$ cat config.mk
export PLATFORM = sky130hd
export DESIGN_NAME = dps_switch
export DESIGN_NICKNAME = d
export VERILOG_FILES = /design/src/rtl/dps_pkg.sv /design/src/rtl/dps_fifo.sv /design/src/rtl/dps_stage.sv /design/src/rtl/dps_switch.sv
export SDC_FILE = /design/constraint.sdc
export NUM_CORES = 1
export LEC_CHECK = 0
export CORE_MARGIN = 3
export CORE_UTILIZATION = 25
export CTS_BUF_LIST = sky130_fd_sc_hd__clkbuf_8 sky130_fd_sc_hd__clkbuf_16
export DETAILED_ROUTE_END_ITERATION = 6
export DONT_BUFFER_PORTS = 1
export GPL_ROUTABILITY_DRIVEN = 0
export HOLD_SLACK_MARGIN = 0.08
export PLACE_DENSITY = 0.35
export SKIP_CTS_REPAIR_TIMING = 1
export SLEW_MARGIN = 20
export SYNTH_ARGS = -nofsm -noshare
export SYNTH_HDL_FRONTEND = slang
export SYNTH_SLANG_ARGS = --single-unit
$ cat constraint.sdc
create_clock -name clk -period 5.3 [get_ports clk]
set_clock_uncertainty 0.15 [all_clocks]
set_input_delay 0.795 -clock clk [delete_from_list [all_inputs] [get_ports clk]]
set_output_delay 0.795 -clock clk [all_outputs]
set_load 0.01 [all_outputs]
$ cat src/rtl/dps_pkg.sv
package dps_pkg;
    typedef enum logic [1:0] {
        SW_IDLE     = 2'd0,
        SW_WAIT_CFG = 2'd1,
        SW_DRAIN    = 2'd2,
        SW_RESET    = 2'd3
    } sw_state_t;
endpackage

$ cat src/rtl/dps_fifo.sv
module dps_fifo #(
    parameter int W     = 8,
    parameter int DEPTH = 4
) (
    input  logic         clk,
    input  logic         rst_n,
    input  logic         wr_vld,
    output logic         wr_rdy,
    input  logic [W-1:0] wr_dat,
    output logic         rd_vld,
    input  logic         rd_rdy,
    output logic [W-1:0] rd_dat
);
    localparam int AW = (DEPTH > 1) ? $clog2(DEPTH) : 1;

    logic [W-1:0] mem [DEPTH];
    logic [AW-1:0] wp_q, rp_q;
    logic [AW:0]   cnt_q;
    logic          wr_fire, rd_fire;

    always_comb begin
        wr_rdy  = (cnt_q != (AW+1)'(DEPTH));
        rd_vld  = (cnt_q != '0);
        rd_dat  = mem[rp_q];
        wr_fire = wr_vld && wr_rdy;
        rd_fire = rd_vld && rd_rdy;
    end

    always_ff @(posedge clk) begin
        if (wr_fire) mem[wp_q] <= wr_dat;
    end

    always_ff @(posedge clk) begin
        if (!rst_n) begin
            wp_q  <= '0;
            rp_q  <= '0;
            cnt_q <= '0;
        end else begin
            if (wr_fire) wp_q <= (wp_q == AW'(DEPTH-1)) ? '0 : wp_q + 1'b1;
            if (rd_fire) rp_q <= (rp_q == AW'(DEPTH-1)) ? '0 : rp_q + 1'b1;
            unique case ({wr_fire, rd_fire})
                2'b10:   cnt_q <= cnt_q + 1'b1;
                2'b01:   cnt_q <= cnt_q - 1'b1;
                default: cnt_q <= cnt_q;
            endcase
        end
    end

    // occupancy bounded by depth
    a_r10_fifo_bound: assert property (@(posedge clk) disable iff (!rst_n)
        cnt_q <= (AW+1)'(DEPTH));
    // a full FIFO that is not read keeps its count
    a_r10_full_hold: assert property (@(posedge clk) disable iff (!rst_n)
        (cnt_q == (AW+1)'(DEPTH)) && !rd_rdy |=> cnt_q == (AW+1)'(DEPTH));
endmodule

$ cat src/rtl/dps_stage.sv
module dps_stage
    import dps_pkg::*;
#(
    parameter int DATA_W      = 8,
    parameter int FRAME_BEATS = 4,
    parameter int RST_CYC     = 4,
    parameter int CNT_W       = 12
) (
    input  logic                clk,
    input  logic                rst_n,
    input  logic                up_vld,
    output logic                up_rdy,
    input  logic [DATA_W-1:0]   up_dat,
    output logic                dn_vld,
    input  logic                dn_rdy,
    output logic [DATA_W-1:0]   dn_dat,
    input  logic                req,
    input  logic [1:0]          cfg_ok,
    output logic [1:0]          slot_vld,
    input  logic [1:0]          slot_rdy,
    output logic [DATA_W-1:0]   slot_dat,
    output logic                slot_sof,
    output logic [1:0]          slot_rst,
    input  logic [1:0]          res_vld,
    output logic [1:0]          res_rdy,
    input  logic [2*DATA_W-1:0] res_dat,
    output logic                act,
    output logic                done
);
    localparam int BC_W = (FRAME_BEATS > 1) ? $clog2(FRAME_BEATS) : 1;
    localparam int RC_W = $clog2(RST_CYC + 1);

    sw_state_t         state_q, state_d;
    logic [BC_W-1:0]   beat_q;
    logic [CNT_W-1:0]  fly_q;
    logic [RC_W-1:0]   rcnt_q;
    logic              act_q, done_q;
    logic              accept, in_fire, out_fire, rst_last;

    // next-state process
    always_comb begin
        state_d  = state_q;
        rst_last = (rcnt_q == RC_W'(RST_CYC - 1));
        unique case (state_q)
            SW_IDLE:     if (req)            state_d = SW_WAIT_CFG;
            SW_WAIT_CFG: if (cfg_ok[~act_q]) state_d = SW_DRAIN;
            SW_DRAIN:    if (beat_q == '0 && fly_q == '0) state_d = SW_RESET;
            SW_RESET:    if (rst_last)       state_d = SW_IDLE;
        endcase
    end

    // state register and sequencing counters
    always_ff @(posedge clk) begin
        if (!rst_n) begin
            state_q <= SW_IDLE;
            beat_q  <= '0;
            fly_q   <= '0;
            rcnt_q  <= '0;
            act_q   <= 1'b0;
            done_q  <= 1'b0;
        end else begin
            state_q <= state_d;
            if (in_fire)
                beat_q <= (beat_q == BC_W'(FRAME_BEATS - 1)) ? '0 : beat_q + 1'b1;
            unique case ({in_fire, out_fire})
                2'b10:   fly_q <= fly_q + 1'b1;
                2'b01:   fly_q <= fly_q - 1'b1;
                default: fly_q <= fly_q;
            endcase
            rcnt_q <= (state_q == SW_RESET) ? rcnt_q + 1'b1 : '0;
            done_q <= (state_q == SW_RESET) && rst_last;
            if ((state_q == SW_RESET) && rst_last) act_q <= ~act_q;
        end
    end

    // output process
    always_comb begin
        accept   = !((state_q == SW_RESET) || (state_q == SW_DRAIN && beat_q == '0));
        up_rdy   = accept && slot_rdy[act_q];
        in_fire  = up_vld && up_rdy;
        dn_vld   = res_vld[act_q];
        dn_dat   = act_q ? res_dat[2*DATA_W-1:DATA_W] : res_dat[DATA_W-1:0];
        out_fire = dn_vld && dn_rdy;
        slot_dat = up_dat;
        slot_sof = (beat_q == '0);
        act      = act_q;
        done     = done_q;
    end

    for (genvar k = 0; k < 2; k++) begin : g_slot
        assign slot_vld[k] = up_vld && accept && (act_q == 1'(k));
        assign slot_rst[k] = (state_q == SW_RESET) && (act_q != 1'(k));
        assign res_rdy[k]  = dn_rdy && (act_q == 1'(k));
    end

    // at most one slot receives a beat
    a_r2_one_target: assert property (@(posedge clk) disable iff (!rst_n)
        $onehot0(slot_vld));
    // a slot under reset gets no data
    a_r7_no_data_in_reset: assert property (@(posedge clk) disable iff (!rst_n)
        (slot_vld & slot_rst) == 2'b00);
    // the route only flips together with the done pulse
    a_r8_flip_with_done: assert property (@(posedge clk) disable iff (!rst_n)
        (act_q != $past(act_q)) |-> done_q);
    // old slot drained before the flip
    a_r6_drained: assert property (@(posedge clk) disable iff (!rst_n)
        done_q |-> $past(fly_q == '0));
    // flip lands on a frame boundary
    a_r5_boundary: assert property (@(posedge clk) disable iff (!rst_n)
        done_q |-> beat_q == '0);
    // no progress towards the flip without a loaded standby slot
    a_r4_wait_cfg: assert property (@(posedge clk) disable iff (!rst_n)
        (state_q == SW_WAIT_CFG) && !cfg_ok[~act_q] |=> state_q == SW_WAIT_CFG);
endmodule

$ cat src/rtl/dps_switch.sv
module dps_switch #(
    parameter int DATA_W     = 8,
    parameter int FRAME_BITS = 18800,
    parameter int NSTAGE     = 2,
    parameter int RST_CYC    = 4,
    parameter int FIFO_DEPTH = 4,
    parameter int CNT_W      = 12
) (
    input  logic                         clk,
    input  logic                         rst_n,
    input  logic                         in_vld,
    output logic                         in_rdy,
    input  logic [DATA_W-1:0]            in_dat,
    output logic                         out_vld,
    input  logic                         out_rdy,
    output logic [DATA_W-1:0]            out_dat,
    input  logic [NSTAGE-1:0]            sw_req,
    input  logic [2*NSTAGE-1:0]          cfg_done,
    output logic [NSTAGE-1:0]            active_slot,
    output logic [NSTAGE-1:0]            sw_done,
    output logic [2*NSTAGE-1:0]          slot_vld,
    input  logic [2*NSTAGE-1:0]          slot_rdy,
    output logic [NSTAGE*DATA_W-1:0]     slot_dat,
    output logic [NSTAGE-1:0]            slot_sof,
    output logic [2*NSTAGE-1:0]          slot_rst,
    input  logic [2*NSTAGE-1:0]          res_vld,
    output logic [2*NSTAGE-1:0]          res_rdy,
    input  logic [2*NSTAGE*DATA_W-1:0]   res_dat
);
    localparam int FRAME_BEATS = FRAME_BITS / DATA_W;

    logic [NSTAGE-1:0] up_v, up_r, dn_v, dn_r;
    logic [DATA_W-1:0] up_d [NSTAGE];
    logic [DATA_W-1:0] dn_d [NSTAGE];

    for (genvar s = 0; s < NSTAGE; s++) begin : g_stage
        if (s == 0) begin : g_head
            assign up_v[0] = in_vld;
            assign up_d[0] = in_dat;
            assign in_rdy  = up_r[0];
        end else begin : g_link
            dps_fifo #(.W(DATA_W), .DEPTH(FIFO_DEPTH)) fifo_i (
                .clk(clk), .rst_n(rst_n),
                .wr_vld(dn_v[s-1]), .wr_rdy(dn_r[s-1]), .wr_dat(dn_d[s-1]),
                .rd_vld(up_v[s]),   .rd_rdy(up_r[s]),   .rd_dat(up_d[s])
            );
        end
        if (s == NSTAGE - 1) begin : g_tail
            assign out_vld = dn_v[s];
            assign out_dat = dn_d[s];
            assign dn_r[s] = out_rdy;
        end

        dps_stage #(
            .DATA_W(DATA_W), .FRAME_BEATS(FRAME_BEATS),
            .RST_CYC(RST_CYC), .CNT_W(CNT_W)
        ) stage_i (
            .clk(clk), .rst_n(rst_n),
            .up_vld(up_v[s]), .up_rdy(up_r[s]), .up_dat(up_d[s]),
            .dn_vld(dn_v[s]), .dn_rdy(dn_r[s]), .dn_dat(dn_d[s]),
            .req(sw_req[s]), .cfg_ok(cfg_done[2*s +: 2]),
            .slot_vld(slot_vld[2*s +: 2]), .slot_rdy(slot_rdy[2*s +: 2]),
            .slot_dat(slot_dat[s*DATA_W +: DATA_W]), .slot_sof(slot_sof[s]),
            .slot_rst(slot_rst[2*s +: 2]),
            .res_vld(res_vld[2*s +: 2]), .res_rdy(res_rdy[2*s +: 2]),
            .res_dat(res_dat[2*s*DATA_W +: 2*DATA_W]),
            .act(active_slot[s]), .done(sw_done[s])
        );
    end
endmodule

==> results of run 1 <==
[state kept, by name, summed over array words and instances (netlist names), named ones only]
signal	count
g_stage.stage_i.fly_q	24
g_stage.g_link.fifo_i.wp_q	2
g_stage.stage_i.beat_q	24
g_stage.stage_i.act	2
g_stage.stage_i.state_q	4
g_stage.stage_i.rcnt_q	6
g_stage.g_link.fifo_i.mem	32
g_stage.g_link.fifo_i.rp_q	2
g_stage.g_link.fifo_i.cnt_q	3
g_stage.stage_i.done	2
[cells in the mapped netlist, types with 4 or more instances]
library cell,number
sky130_fd_sc_hd__dfxtp_1,71
sky130_fd_sc_hd__and2_1,22
sky130_fd_sc_hd__nor3_1,4
sky130_fd_sc_hd__nand4_1,12
sky130_fd_sc_hd__nand4b_1,4
sky130_fd_sc_hd__o21ai_0,26
sky130_fd_sc_hd__xnor2_1,15
sky130_fd_sc_hd__a21o_1,8
sky130_fd_sc_hd__nor2_1,50
sky130_fd_sc_hd__inv_1,25
sky130_fd_sc_hd__buf_4,22
sky130_fd_sc_hd__and3_1,11
sky130_fd_sc_hd__mux4_2,8
sky130_fd_sc_hd__xor2_1,25
sky130_fd_sc_hd__mux2_2,17
sky130_fd_sc_hd__o21a_1,4
sky130_fd_sc_hd__nand3_1,17
sky130_fd_sc_hd__buf_2,9
sky130_fd_sc_hd__nor4_1,6
sky130_fd_sc_hd__nand2_1,47
sky130_fd_sc_hd__nor2b_1,19
sky130_fd_sc_hd__nand2b_1,10
sky130_fd_sc_hd__a21oi_1,23
sky130_fd_sc_hd__or3_1,13
sky130_fd_sc_hd__edfxtp_1,32
sky130_fd_sc_hd__mux2i_1,11
sky130_fd_sc_hd__a21boi_0,12
sky130_fd_sc_hd__clkbuf_1,18
sky130_fd_sc_hd__a211oi_1,4
sky130_fd_sc_hd__o22ai_1,4
sky130_fd_sc_hd__ha_1,40
[routing by layer]
| layer | vias to the layer above | GRT usage (%) |
|---|---|---|
| met5 | - | 0 |
| li1 | 2174 | - |
| met1 | 2055 | 14.1 |
| met4 | 0 | 4.15 |
| met2 | 59 | 18.0 |
| met3 | 13 | 1.65 |
[worst max-delay path: stages (launching register included)]
cell	delay, ns
sky130_fd_sc_hd__dfxtp_1	0.35
sky130_fd_sc_hd__or4_1	0.65
sky130_fd_sc_hd__nor4_4	0.52
sky130_fd_sc_hd__a21boi_2	0.25
sky130_fd_sc_hd__inv_1	0.16
sky130_fd_sc_hd__ha_1	0.40
sky130_fd_sc_hd__xor2_1	0.12
sky130_fd_sc_hd__ha_1	0.23
sky130_fd_sc_hd__or3_1	0.33
sky130_fd_sc_hd__a21oi_2	0.21
sky130_fd_sc_hd__a211oi_1	0.09
sky130_fd_sc_hd__o2111a_1	0.27
sky130_fd_sc_hd__o21a_1	0.19
sky130_fd_sc_hd__o41ai_1	0.29
[worst max path at each step]
stage	from	end	slack, ns
after floorplan	g_stage[1].stage_i.beat_q[6]	g_stage[1].stage_i.fly_q[10]	1.10
after global placement	g_stage[0].stage_i.beat_q[6]	g_stage[0].stage_i.fly_q[11]	1.01
after detailed placement	g_stage[0].stage_i.beat_q[6]	g_stage[0].stage_i.fly_q[11]	0.97
after CTS	g_stage[0].stage_i.beat_q[6]	g_stage[0].stage_i.fly_q[11]	0.93
after global routing	g_stage[1].stage_i.beat_q[6]	g_stage[1].stage_i.fly_q[10]	0.61
final	g_stage[1].stage_i.beat_q[6]	g_stage[1].stage_i.fly_q[10]	0.99
[where the power goes]
group          internal [mW]  leakage, nW  switching (mW)
Clock                  0.383        0.158           0.347
Combinational          0.447         1.42           0.576
Sequential             0.941        0.871           0.156
[layout by cell type (no fill, tap or decap), types with 9 or more instances in the layout]
master and n:
sky130_fd_sc_hd__nor2_1 50, sky130_fd_sc_hd__nor2b_1 19, sky130_fd_sc_hd__nand3_1 17, sky130_fd_sc_hd__edfxtp_1 32, sky130_fd_sc_hd__inv_1 25, sky130_fd_sc_hd__mux2i_1 11, sky130_fd_sc_hd__xor2_1 25, sky130_fd_sc_hd__mux2_2 17
sky130_fd_sc_hd__or3_1 13, sky130_fd_sc_hd__xnor2_1 15, sky130_fd_sc_hd__o21ai_0 26, sky130_fd_sc_hd__and2_1 22, sky130_fd_sc_hd__nand4_1 12, sky130_fd_sc_hd__dfxtp_1 71, sky130_fd_sc_hd__a21boi_0 12, sky130_fd_sc_hd__ha_1 40
sky130_fd_sc_hd__clkbuf_16 9, sky130_fd_sc_hd__nand2_1 47, sky130_fd_sc_hd__a21oi_1 23, sky130_fd_sc_hd__and3_1 11, sky130_fd_sc_hd__nand2b_1 10
[per-stage QoR]
step | cell area (sq um) | total power, mW | hold slack (ns) | setup WS [ns] | utilization, %
floorplan | 6160 | 1.93 | 0.248 | 1.10 | -
global placement | 6300 | 2.14 | 0.259 | 1.01 | 26.5
detailed placement | 6300 | 2.16 | 0.272 | 0.975 | 26.5
CTS | 6630 | 2.92 | 0.287 | 0.927 | 27.8
global route | 6650 | 3.09 | 0.298 | 0.611 | 27.9
finish | 6650 | 2.85 | 0.278 | 0.989 | 27.9
[cells by family (layout without fill, tap and decap cells)]
group / after synthesis / count (layout)
multiplexers: 36 / 36
flip-flops: 103 / 103
XOR/XNOR: 40 / 40
AO/OA/AOI/OAI: 109 / 109
adder cells (fa/ha/maj): 42 / 42
buffers and inverters: 77 / 46
AND/OR/NAND/NOR: 233 / 233
[final cells by class]
type	instances	area, sq um	share of cell area, %
multi-input combinational	460	3410	51.3
sequential	103	2380	35.8
tap	319	399	6.01
clock buffer	9	225	3.39
clock inverter	7	97.6	1.47
inverter	25	93.8	1.41
timing repair buffer	5	37.5	0.565
==> impl.org, run 1 <==
** CTS
- Clock edge transition at the registers on the reported setup and hold paths :: 0.08 ns
- TritonCTS clock tree :: done
- Master cell of the clock root buffer :: sky130_fd_sc_hd__clkbuf_16
- Buffers inserted during clock tree synthesis total 9.
- For the worst-skew pair, the clock arrives at the later sink with an insertion delay of 0.36 ns.
- The tree built by TritonCTS fans out to 103 sinks.
- The H-tree generated during clock tree synthesis spans 3 levels.
- Buffers from clock root to sink, at most :: 2

** Detailed routing
- DRT antenna net count :: 0
- Total iterations of the first detailed-routing run :: 4
- The routed design uses 347 um of met3 wire.
- Detailed routing placed a total of 6820 um of wire on met2.
- Detailed-route via count :: 4301
- Iteration-0 DRC Markers :: 154
- Uppermost layer routed :: met4
- Residual DRC count :: 0
- Average vias per placed instance :: 4.63
- Wire per inst :: 15.1 um
- After detailed routing, the wire length on met1 is 6530 um.
- Wires add up to 14000 um.

** Timing
- Share of the clock period used by the worst path after layout :: 81.3%
- Headroom to the max-slew limit came out at 48.0%.
- The hold violation total from the final report was 0.
- At the pin with the least slew margin, the transition time is 0.780 ns.
- RSZ-0062 raised after global routing :: no
- For this run, the top clock speed supported by timing is 0.232 GHz.
- The max-slew violation count was 0.
- Setup TNS :: 0 ns
- For the finished layout, the period the worst path requires is 4.31 ns.
- Final Setup Violations :: 0

** Floorplan
- The floorplan step set the die width to 163 um.
- The floorplan step defined a core boundary enclosing 23800 sq um.
- Height of the chip :: 163 um
- Die area :: 26500 sq um
- Pin placement for this block handled 102 I/O pins.
- FP Rows :: 56
- The initial utilization of the core area, before any placement, comes to 25.8%.

** Logic synthesis
- Summing the areas of all xor and xnor instances in the mapped netlist gives 5.69% of the synthesized area.
- Synthesis inferred 103 register bits.
- Of all flip-flops after synthesis, the portion carrying an async set or reset was 0%.
- Share of synthesized cell area in and, or, nand and nor gates :: 20.9%
- The number of nets handed over by synthesis was 740.
- The most used flip-flop cell after synthesis is sky130_fd_sc_hd__dfxtp_1.
- Syn. warnings :: 0
- sky130_fd_sc_hd__dfxtp_1 takes more of the synthesized area than any other cell.
- Sequential-to-total area share from yosys stat :: 38.7%
- Measured against the total synthesized area, the mux share comes to 7.82%.
- Distinct cell type count after synthesis :: 64
- Post-Synthesis Cell Area :: 6160 sq um
- Yosys mapped a number of flops with a built-in enable equal to 32.
- Post-synthesis compound-gate area fraction :: 11.9%
- Ranked by total cell area, the synthesized netlist is headed by sky130_fd_sc_hd__dfxtp_1, sky130_fd_sc_hd__edfxtp_1, sky130_fd_sc_hd__ha_1.
- Area share of fa/ha/maj cells after synthesis :: 8.78%
- Gate Count Post-Synth :: 640
- Dominant combinational cell family by area after synthesis :: simple AND/OR/NAND/NOR gates
- Synth top area share :: 23.1%
- Each instance of the synthesized netlist takes up on average 9.62 sq um.

** Placed design
- The number of placed instances, taps included, is 912.
- IO Port Bufs :: 0
- After legalization and detailed placement, the total HPWL measured 10100 um.

** Setup path
- The startpoint identified for the worst register-to-register timing path is g_stage[1].stage_i.beat_q[6].
- The critical path in this run is classified as reg -> reg.
- The worst setup path is launched from a flop.
- Internal reg-to-reg setup slack :: 0.99 ns
- The endpoint identified for the worst register-to-register timing path is g_stage[1].stage_i.fly_q[10].
- Data arrival, critical path :: 4.41 ns
- Required time at the endpoint of the critical path :: 5.40 ns
- Setup crit end kind :: flop
- Number of cell instances on the worst register-to-register path :: 13
- Maximum fanout along the worst path :: 10

** Global route
- The first global-routing pass estimated 22800 um of wire.
- Total routing usage reported by global routing :: 10.8%
- The number of global-route vias before repair is 4285.
- Summed over all layers, the global routing overflow is 0.
- Antenna violations before repair :: 0
- Entering global routing, the biggest net connects 59 pins.

** Final layout
- The finished layout holds 928 standard cells, fillers aside.
- # nets final :: 704
- Counting the fill cells in the layout gives 2522.
- Antenna Diode Count :: 0
- From synthesis to final layout, the design area changed by 7.95%.
- In the final layout, the share of cells above drive strength 1 is 10.0%.

** Hold path
- Worst hold endpoint :: g_stage[1].stage_i.rcnt_q[0]
- Number of stages on the worst hold path :: 1
- The path class of the tightest hold or removal check is reg -> reg.
- Start point of the worst min-delay path :: g_stage[1].stage_i.rcnt_q[0]

** Flow run
- The tool flagged a number of max-cap violations equal to 0.

** Power
- VDD sags by at most 0.144 mV.
- Power density relative to cell area :: 429 nW/um^2
- Static Leak :: 2.45 nW

** Status
- The run finished with clean final reports.
Note: power is estimated with default switching activity, not from simulation.
==> run 2, diff against run 1 <==
--- a/config.mk
+++ b/config.mk
@@ -12,7 +12,7 @@
 export DONT_BUFFER_PORTS = 1
 export GPL_ROUTABILITY_DRIVEN = 0
 export HOLD_SLACK_MARGIN = 0.08
-export PLACE_DENSITY = 0.35
+export PLACE_DENSITY = 0.37
 export SKIP_CTS_REPAIR_TIMING = 1
 export SLEW_MARGIN = 20
 export SYNTH_ARGS = -nofsm -noshare
==> constraint.sdc (replaced) <==
create_clock -name clk -period 3.9 [get_ports clk]
set_clock_uncertainty 0.15 [all_clocks]
set_input_delay 0.585 -clock clk [delete_from_list [all_inputs] [get_ports clk]]
set_output_delay 0.585 -clock clk [all_outputs]
set_load 0.01 [all_outputs]
==> run 2 against run 1 <==
  * Flip-flop and latch count unchanged
  * First-iteration DRC count increased by 10%
  * Total power increased by 38%
  * Cell count increased by 1.6%
  * Critical endpoint is now g_stage[1].stage_i.fly_q[11]
==> impl.org, run 2 (synthesis results as in run 1) <==
** Placed design
- IO Port Bufs :: 0 (unchanged)
- Placement-stage cell area :: 6440 sq um (+2.2%)
- The HPWL after detailed placement is 9830 um (-2.3%).
- The number of instances in the placed design is 927 (+1.6%).
- The worst slack at placement was 0.201 ns (-0.774 ns).

** Final layout
- Layout overhead on the synthesized area :: 10.1%
- Registers with the most flip-flops :: g_stage.g_link.fifo_i.mem x32, g_stage.stage_i.beat_q x24, g_stage.stage_i.fly_q x24
- Top library cells by usage in the layout, fill and taps aside :: sky130_fd_sc_hd__dfxtp_1, sky130_fd_sc_hd__nor2_1, sky130_fd_sc_hd__nand2_1, sky130_fd_sc_hd__ha_1, sky130_fd_sc_hd__edfxtp_1
- Register containing the most flip-flops in the final layout :: g_stage.g_link.fifo_i.mem
- Flip-flop count of the largest register, all copies and words added :: 32 (unchanged)
- The fraction of layout instances using a drive strength above 1 came to 12.8% (+2.8 points).
- Layout filler cell count :: 2537 (+0.59%)
- Antenna Diode Count :: 0 (unchanged)
- Count of placed standard cells in the final layout, fillers left out :: 943 (+1.6%)
- Total non-filler cell area in the finished layout :: 6780 sq um (+2.0%)
- The final-stage net count was 719 (+2.1%).
- The post-layout utilization of the core was 28.5% (+0.55 points).
- Leading cell type in the layout, fill and taps excluded :: sky130_fd_sc_hd__dfxtp_1
- Area of the multi-input gates :: 3440 sq um (+0.73%)
- The sequential cell area was 2380 sq um (unchanged).

** Detailed routing
- The via density per instance is 4.65 (+0.29%).
- The iteration count of the initial detailed-routing pass is 4 (unchanged).
- The detailed router's first-iteration violation count is 170 (+10%).
- The aggregate routed wire length is 13500 um (-3.1%).
- The number of remaining DRC errors came to 0 (unchanged).
- The total number of vias was 4383 (+1.9%).
- Wire per inst :: 14.4 um (-4.6%)
- The residual antenna-violating net count after detailed routing was 0 (unchanged).

** Global route
- Number of global-route vias before repair :: 4326 (+0.96%)
- Antenna violations before repair :: 0 (unchanged)
- The first-pass GRT wire length is 22200 um (-2.7%).
- The overall global routing resource usage came to 10.4% (-0.40 points).
- The largest net degree at the start of global routing is 59 (unchanged).
- Grt ovf :: 0 (unchanged)

** Setup path
- The startpoint identified for the worst register-to-register timing path is g_stage[1].stage_i.beat_q[2].
- Crit. Startpoint :: g_stage[1].stage_i.beat_q[2]
- By startpoint and endpoint, the worst setup path is classified as reg -> reg.
- STA classifies the critical path endpoint as a flop.
- Maximum fanout along the worst path :: 24 (+14)
- STA classifies the critical path startpoint as a flop.
- Required time at the endpoint of the critical path :: 3.98 ns (-1.42 ns)
- The arrival time at the worst endpoint came to 3.74 ns (-0.67 ns).

** Floorplan
- The floorplan die area came to 26500 sq um (unchanged).
- The die boundary height came to 163 um (unchanged).
- The standard-cell row count is 56 (unchanged).
- The top-level I/O count came to 102 (unchanged).
- Std-Cell Core Area :: 23800 sq um (unchanged)
- The initial core utilization came to 25.8% (unchanged).
- The x dimension of the die came to 163 um (unchanged).

** Timing
- Setup TNS :: 0 ns (unchanged)
- Minimum clock period :: 3.65 ns (-0.656 ns)
- Transition time at the pin with the least slew margin :: 0.753 ns (-0.0273 ns)
- The number of setup violations in the final report came to 0 (unchanged).
- Normalized max-slew margin :: 49.8% (+1.8 points)
- RSZ-0062 raised after global routing :: no
- Total count of max-transition violations in the final report :: 0 (unchanged)
- The worst path setup slack after routing came to 0.245 ns (-0.744 ns).
- The final worst-path cycle share came to 93.7% (+12 points).
- Maximum achievable frequency :: 0.274 GHz (+18%)
- The hold violation total from the final report came to 0 (unchanged).
- Final-layout worst hold slack :: 0.200 ns (-0.0786 ns)

** CTS
- Buffers from clock root to sink, at most :: 2 (unchanged)
- The count of clock tree sinks is 103 (unchanged).
- Master cell of the clock root buffer :: sky130_fd_sc_hd__clkbuf_16
- The number of H-tree branching levels is 3 (unchanged).
- The clock transition time at the flip-flop clock pins of the worst setup and hold paths is 0.08 ns (about the same).
- TritonCTS clock tree :: done
- The latest clock arrival within the worst-skew pair came to 0.35 ns (about the same).
- CTS buffer count :: 9 (unchanged)

** Power
- The power per standard cell area was 578 nW/um^2 (+35%).
- The share of power burned in registers came to 37.8% (-0.7 points).
- Switching power total :: 1.47 mW (+36%)
- The fraction of power consumed by combinational cells was 37.4% (+1.5 points).
- The clock network fraction of design power was 24.8% (-0.8 points).
- Internal power contribution :: 2.45 mW (+38%)
- Share of total power consumed by net switching :: 37.5% (-0.42 points)
- Maximum VDD drop :: 0.233 mV (+61%)
- Post-layout power :: 3.92 mW (+38%)
- The total leakage power came to 2.52 nW (+2.8%).

** Hold path
- Hold/Removal Path Class :: in -> reg
- In this run the most critical hold path is launched from rst_n.

** Status
- Status :: finished clean

** Flow run
- Max Cap Violations :: 0 (unchanged)
==> run 2: worst max-delay path: stages (launching register included) <==
cell                       delay (ns)
sky130_fd_sc_hd__dfxtp_1         0.37
sky130_fd_sc_hd__or4_4           0.54
sky130_fd_sc_hd__nor4_4          0.37
sky130_fd_sc_hd__a21boi_4        0.09
sky130_fd_sc_hd__inv_2           0.10
sky130_fd_sc_hd__ha_4            0.15
sky130_fd_sc_hd__buf_4           0.27
sky130_fd_sc_hd__nor4bb_1        0.32
sky130_fd_sc_hd__a211oi_1        0.08
sky130_fd_sc_hd__buf_4           0.18
sky130_fd_sc_hd__or2_2           0.33
sky130_fd_sc_hd__o211ai_1        0.33
sky130_fd_sc_hd__a21oi_1         0.07
sky130_fd_sc_hd__nand4b_1        0.17
==> run 2: path summary, 6_finish.rpt <==
path                            slack (ns)                      endpoint  depth (start not counted)
worst min-delay path                  0.20   g_stage[1].stage_i.fly_q[6]                          1
worst max register to register        0.25  g_stage[1].stage_i.fly_q[11]                         13
worst min register to register        0.27  g_stage[0].stage_i.rcnt_q[0]                          1
worst max-delay path                  0.25  g_stage[1].stage_i.fly_q[11]                         13
==> run 2: power by group through the flow <==
stage / registers [mW] / logic (mW) / clock network (mW)
global placement: 1.51 / 1.44 / 0
finish: 1.48 / 1.46 / 0.973
detailed placement: 1.51 / 1.47 / 0
CTS: 1.49 / 1.48 / 1.02
global route: 1.52 / 1.68 / 1.06
floorplan: 1.41 / 1.24 / 0
==> run 2: area by class of cell <==
cell class,instances,share of cell area (%)
well taps,319,5.89
clock buffers,9,3.32
multi-input cells,460,50.7
flip-flops and latches,103,35.1
repair buffers,20,2.22
clock inverters,7,1.35
inverters,25,1.38
==> run 2: metal layers <==
metal,GRT usage [%],share of wire (%)
met5,0,0
met4,3.00,1.2
met3,2.47,3.0
met2,17.4,48
met1,13.4,48
==> run 3, diff against run 2 <==
--- a/config.mk
+++ b/config.mk
@@ -6,13 +6,13 @@
 export NUM_CORES = 1
 export LEC_CHECK = 0
 export CORE_MARGIN = 3
-export CORE_UTILIZATION = 25
+export CORE_UTILIZATION = 50
 export CTS_BUF_LIST = sky130_fd_sc_hd__clkbuf_8 sky130_fd_sc_hd__clkbuf_16
 export DETAILED_ROUTE_END_ITERATION = 6
 export DONT_BUFFER_PORTS = 1
 export GPL_ROUTABILITY_DRIVEN = 0
 export HOLD_SLACK_MARGIN = 0.08
-export PLACE_DENSITY = 0.37
+export PLACE_DENSITY = 0.65
 export SKIP_CTS_REPAIR_TIMING = 1
 export SLEW_MARGIN = 20
 export SYNTH_ARGS = -nofsm -noshare
==> run 3 against run 2 <==
  * Worst hold slack improved by 0.015 ns
  * Sequential power about the same
  * Cell area decreased by 3.9%
  * First-iteration DRC count increased by 55%
  * Total power decreased by 3.0%
==> impl.org, run 3 (synthesis results as in run 1) <==
** Timing
- RSZ-0062 raised after global routing :: no
- The time the worst path needs with I/O delays and setup was 3.64 ns (-0.0177 ns).
- Final Setup Violations :: 0 (unchanged)
- Maximum achievable frequency :: 0.275 GHz (+0.49%)
- The worst path setup slack after routing is 0.263 ns (+0.0177 ns).
- The max-slew violation count was 0 (unchanged).
- The final worst-path cycle share came to 93.3% (-0.45 points).
- Setup TNS :: 0 ns (unchanged)
- Hold Vio Cnt, Final :: 0 (unchanged)
- The worst-margin pin slew was 0.761 ns (+0.00830 ns).
- Normalized max-slew margin :: 48.6% (-1.2 points)

** Global route
- Antenna violations before repair :: 0 (unchanged)
- Grt ovf :: 0 (unchanged)
- Total routing usage reported by global routing :: 18.0% (+7.6 points)
- Number of global-route vias before repair :: 4147 (-4.1%)
- The largest net degree at the start of global routing is 59 (unchanged).
- Global-route wire length before repair :: 19600 um (-12%)

** Final layout
- Layout overhead on the synthesized area :: 5.77%
- Flip-flop count of the largest register, all copies and words added :: 32 (unchanged)
- Fraction of layout cells with a size suffix above 1 :: 12.1% (-0.72 points)
- In the layout the commonest cells are sky130_fd_sc_hd__dfxtp_1, sky130_fd_sc_hd__nor2_1, sky130_fd_sc_hd__nand2_1, sky130_fd_sc_hd__ha_1, sky130_fd_sc_hd__edfxtp_1.
- The finished layout cell area is 6510 sq um (-3.9%).
- FF/Latch Area :: 2380 sq um (unchanged)
- Registers with the most flip-flops :: g_stage.g_link.fifo_i.mem x32, g_stage.stage_i.beat_q x24, g_stage.stage_i.fly_q x24
- Count of placed standard cells in the final layout, fillers left out :: 763 (-19%)
- Leaving out fill and tap cells, the most frequent cell in the layout is sky130_fd_sc_hd__dfxtp_1.
- Register containing the most flip-flops in the final layout :: g_stage.g_link.fifo_i.mem
- # nets final :: 715 (-0.56%)
- Layout filler cell count :: 1036 (-59%)
- The area taken by multi-input logic gates came to 3440 sq um (+0.18%).
- The number of antenna diodes came to 0 (unchanged).

** Detailed routing
- The iteration count of the initial detailed-routing pass came to 4 (unchanged).
- The via density per instance was 5.71 (+23%).
- The number of remaining DRC errors was 0 (unchanged).
- Wire per inst :: 15.5 um (+7.7%)
- Total Wirelength :: 11800 um (-13%)
- The routed length on met2 was 5690 um (-12%).
- The residual antenna-violating net count after detailed routing is 0 (unchanged).
- Detailed-route wire length on metal 1 :: 5560 um (-14%)
- The total number of vias is 4355 (-0.64%).
- The detailed router's first-iteration violation count was 263 (+55%).
- Routed signal wires occupy layers up through met4.
- The routed length on met3 came to 467 um (+14%).

** Hold path
- The path class of the tightest hold or removal check is in -> reg.

** Setup path
- The arrival time at the worst endpoint came to 3.77 ns (+0.03 ns).
- The worst setup path is launched from a flop.
- Class of the most critical setup path :: reg -> reg
- The required time of the critical path was 4.03 ns (+0.05 ns).
- The largest driver fanout on the critical path came to 7 (-71%).
- STA classifies the critical path endpoint as a flop.

** Floorplan
- The die boundary height was 117 um (-28%).
- The initial core utilization came to 52.6% (+27 points).
- The x dimension of the die came to 117 um (-28%).
- Std-Cell Core Area :: 11700 sq um (-51%)
- FP Rows :: 39 (-30%)
- Num ports :: 102 (unchanged)
- The floorplan die area came to 13700 sq um (-48%).

** CTS
- Worst skew pair latency :: 0.34 ns (about the same)
- Buffers from clock root to sink, at most :: 2 (unchanged)
- Clock edge transition at the registers on the reported setup and hold paths :: 0.07 ns (about the same)
- Deepest level of the CTS H-tree :: 3 (unchanged)
- The number of buffers inserted during clock tree synthesis is 9 (unchanged).
- Clock tree synthesis selected as its root buffer the cell sky130_fd_sc_hd__clkbuf_16.
- TritonCTS clock tree :: done
- The count of clock tree sinks came to 103 (unchanged).

** Status
- The flow ran to the end, and the final reports show no timing, DRC or antenna violations.

** Flow run
- Max Cap Violations :: 0 (unchanged)

** Placed design
- HPWL Detailed :: 8720 um (-11%)
- The worst slack at placement came to 0.200 ns (-0.000660 ns).
- The number of buffers added on ports came to 0 (unchanged).
- The number of instances in the placed design is 747 (-19%).
- The cell area reported after detailed placement was 6190 sq um (-3.9%).

** Power
- Static Leak :: 2.50 nW (-0.94%)
- Power density relative to cell area :: 584 nW/um^2 (+0.99%)
- The worst voltage drop across the vdd grid is 0.227 mV (-2.6%).
run 3: per-stage QoR:
| step | utilization [%] | power (mW) | hold WS [ns] |
|---|---|---|---|
| 6_report | 55.6 | 3.80 | 0.215 |
| 5_1_grt | 55.6 | 4.11 | 0.195 |
| 4_1_cts | 55.4 | 3.83 | 0.196 |
| 3_5_place_dp | 52.9 | 2.93 | 0.264 |
| 3_3_place_gp | 52.9 | 2.87 | 0.255 |
| 2_1_floorplan | - | 2.65 | 0.248 |
run 3: worst max-delay path: stages (launching register included):
cell	delay, ns
sky130_fd_sc_hd__dfxtp_1	0.33
sky130_fd_sc_hd__or4_4	0.56
sky130_fd_sc_hd__nor4_4	0.37
sky130_fd_sc_hd__a211oi_4	0.14
sky130_fd_sc_hd__inv_1	0.09
sky130_fd_sc_hd__ha_2	0.25
sky130_fd_sc_hd__ha_1	0.28
sky130_fd_sc_hd__a211oi_2	0.30
sky130_fd_sc_hd__nor4b_1	0.11
sky130_fd_sc_hd__a2111oi_2	0.40
sky130_fd_sc_hd__o2bb2ai_1	0.18
sky130_fd_sc_hd__mux2i_1	0.23
sky130_fd_sc_hd__mux2i_1	0.18
run 3: area by class of cell:
cell class              count  share of cell area [%]
clock buffers               9                    3.46
inverters                  25                    1.44
clock inverters             7                    1.08
repair buffers             16                    1.84
flip-flops and latches    103                    36.6
multi-input cells         460                    52.9
well taps                 143                    2.75
run 3: power breakdown:
group	leakage (nW)	internal, mW	total (mW)	switching, mW
clock	0.151	0.499	0.893	0.394
combinational	1.48	0.654	1.43	0.778
sequential	0.871	1.28	1.48	0.200
total	2.50	2.43	3.80	1.37
run 3: final timing paths:
check | from | cells past startpoint | to | slack [ns]
worst max-delay path | g_stage[0].stage_i.beat_q[6] | 12 | g_stage[0].stage_i.fly_q[11] | 0.26
worst min-delay path | rst_n | 1 | g_stage[0].stage_i.act | 0.21
worst max register to register | g_stage[0].stage_i.beat_q[6] | 12 | g_stage[0].stage_i.fly_q[11] | 0.26
worst min register to register | g_stage[0].stage_i.rcnt_q[0] | 1 | g_stage[0].stage_i.rcnt_q[0] | 0.27
run 3: routing by layer:
| layer | global-route usage [%] | vias up |
|---|---|---|
| met1 | 23.3 | 2065 |
| li1 | - | 2210 |
| met2 | 29.9 | 72 |
| met3 | 4.63 | 8 |
| met5 | 0 | - |
| met4 | 4.97 | 0 |
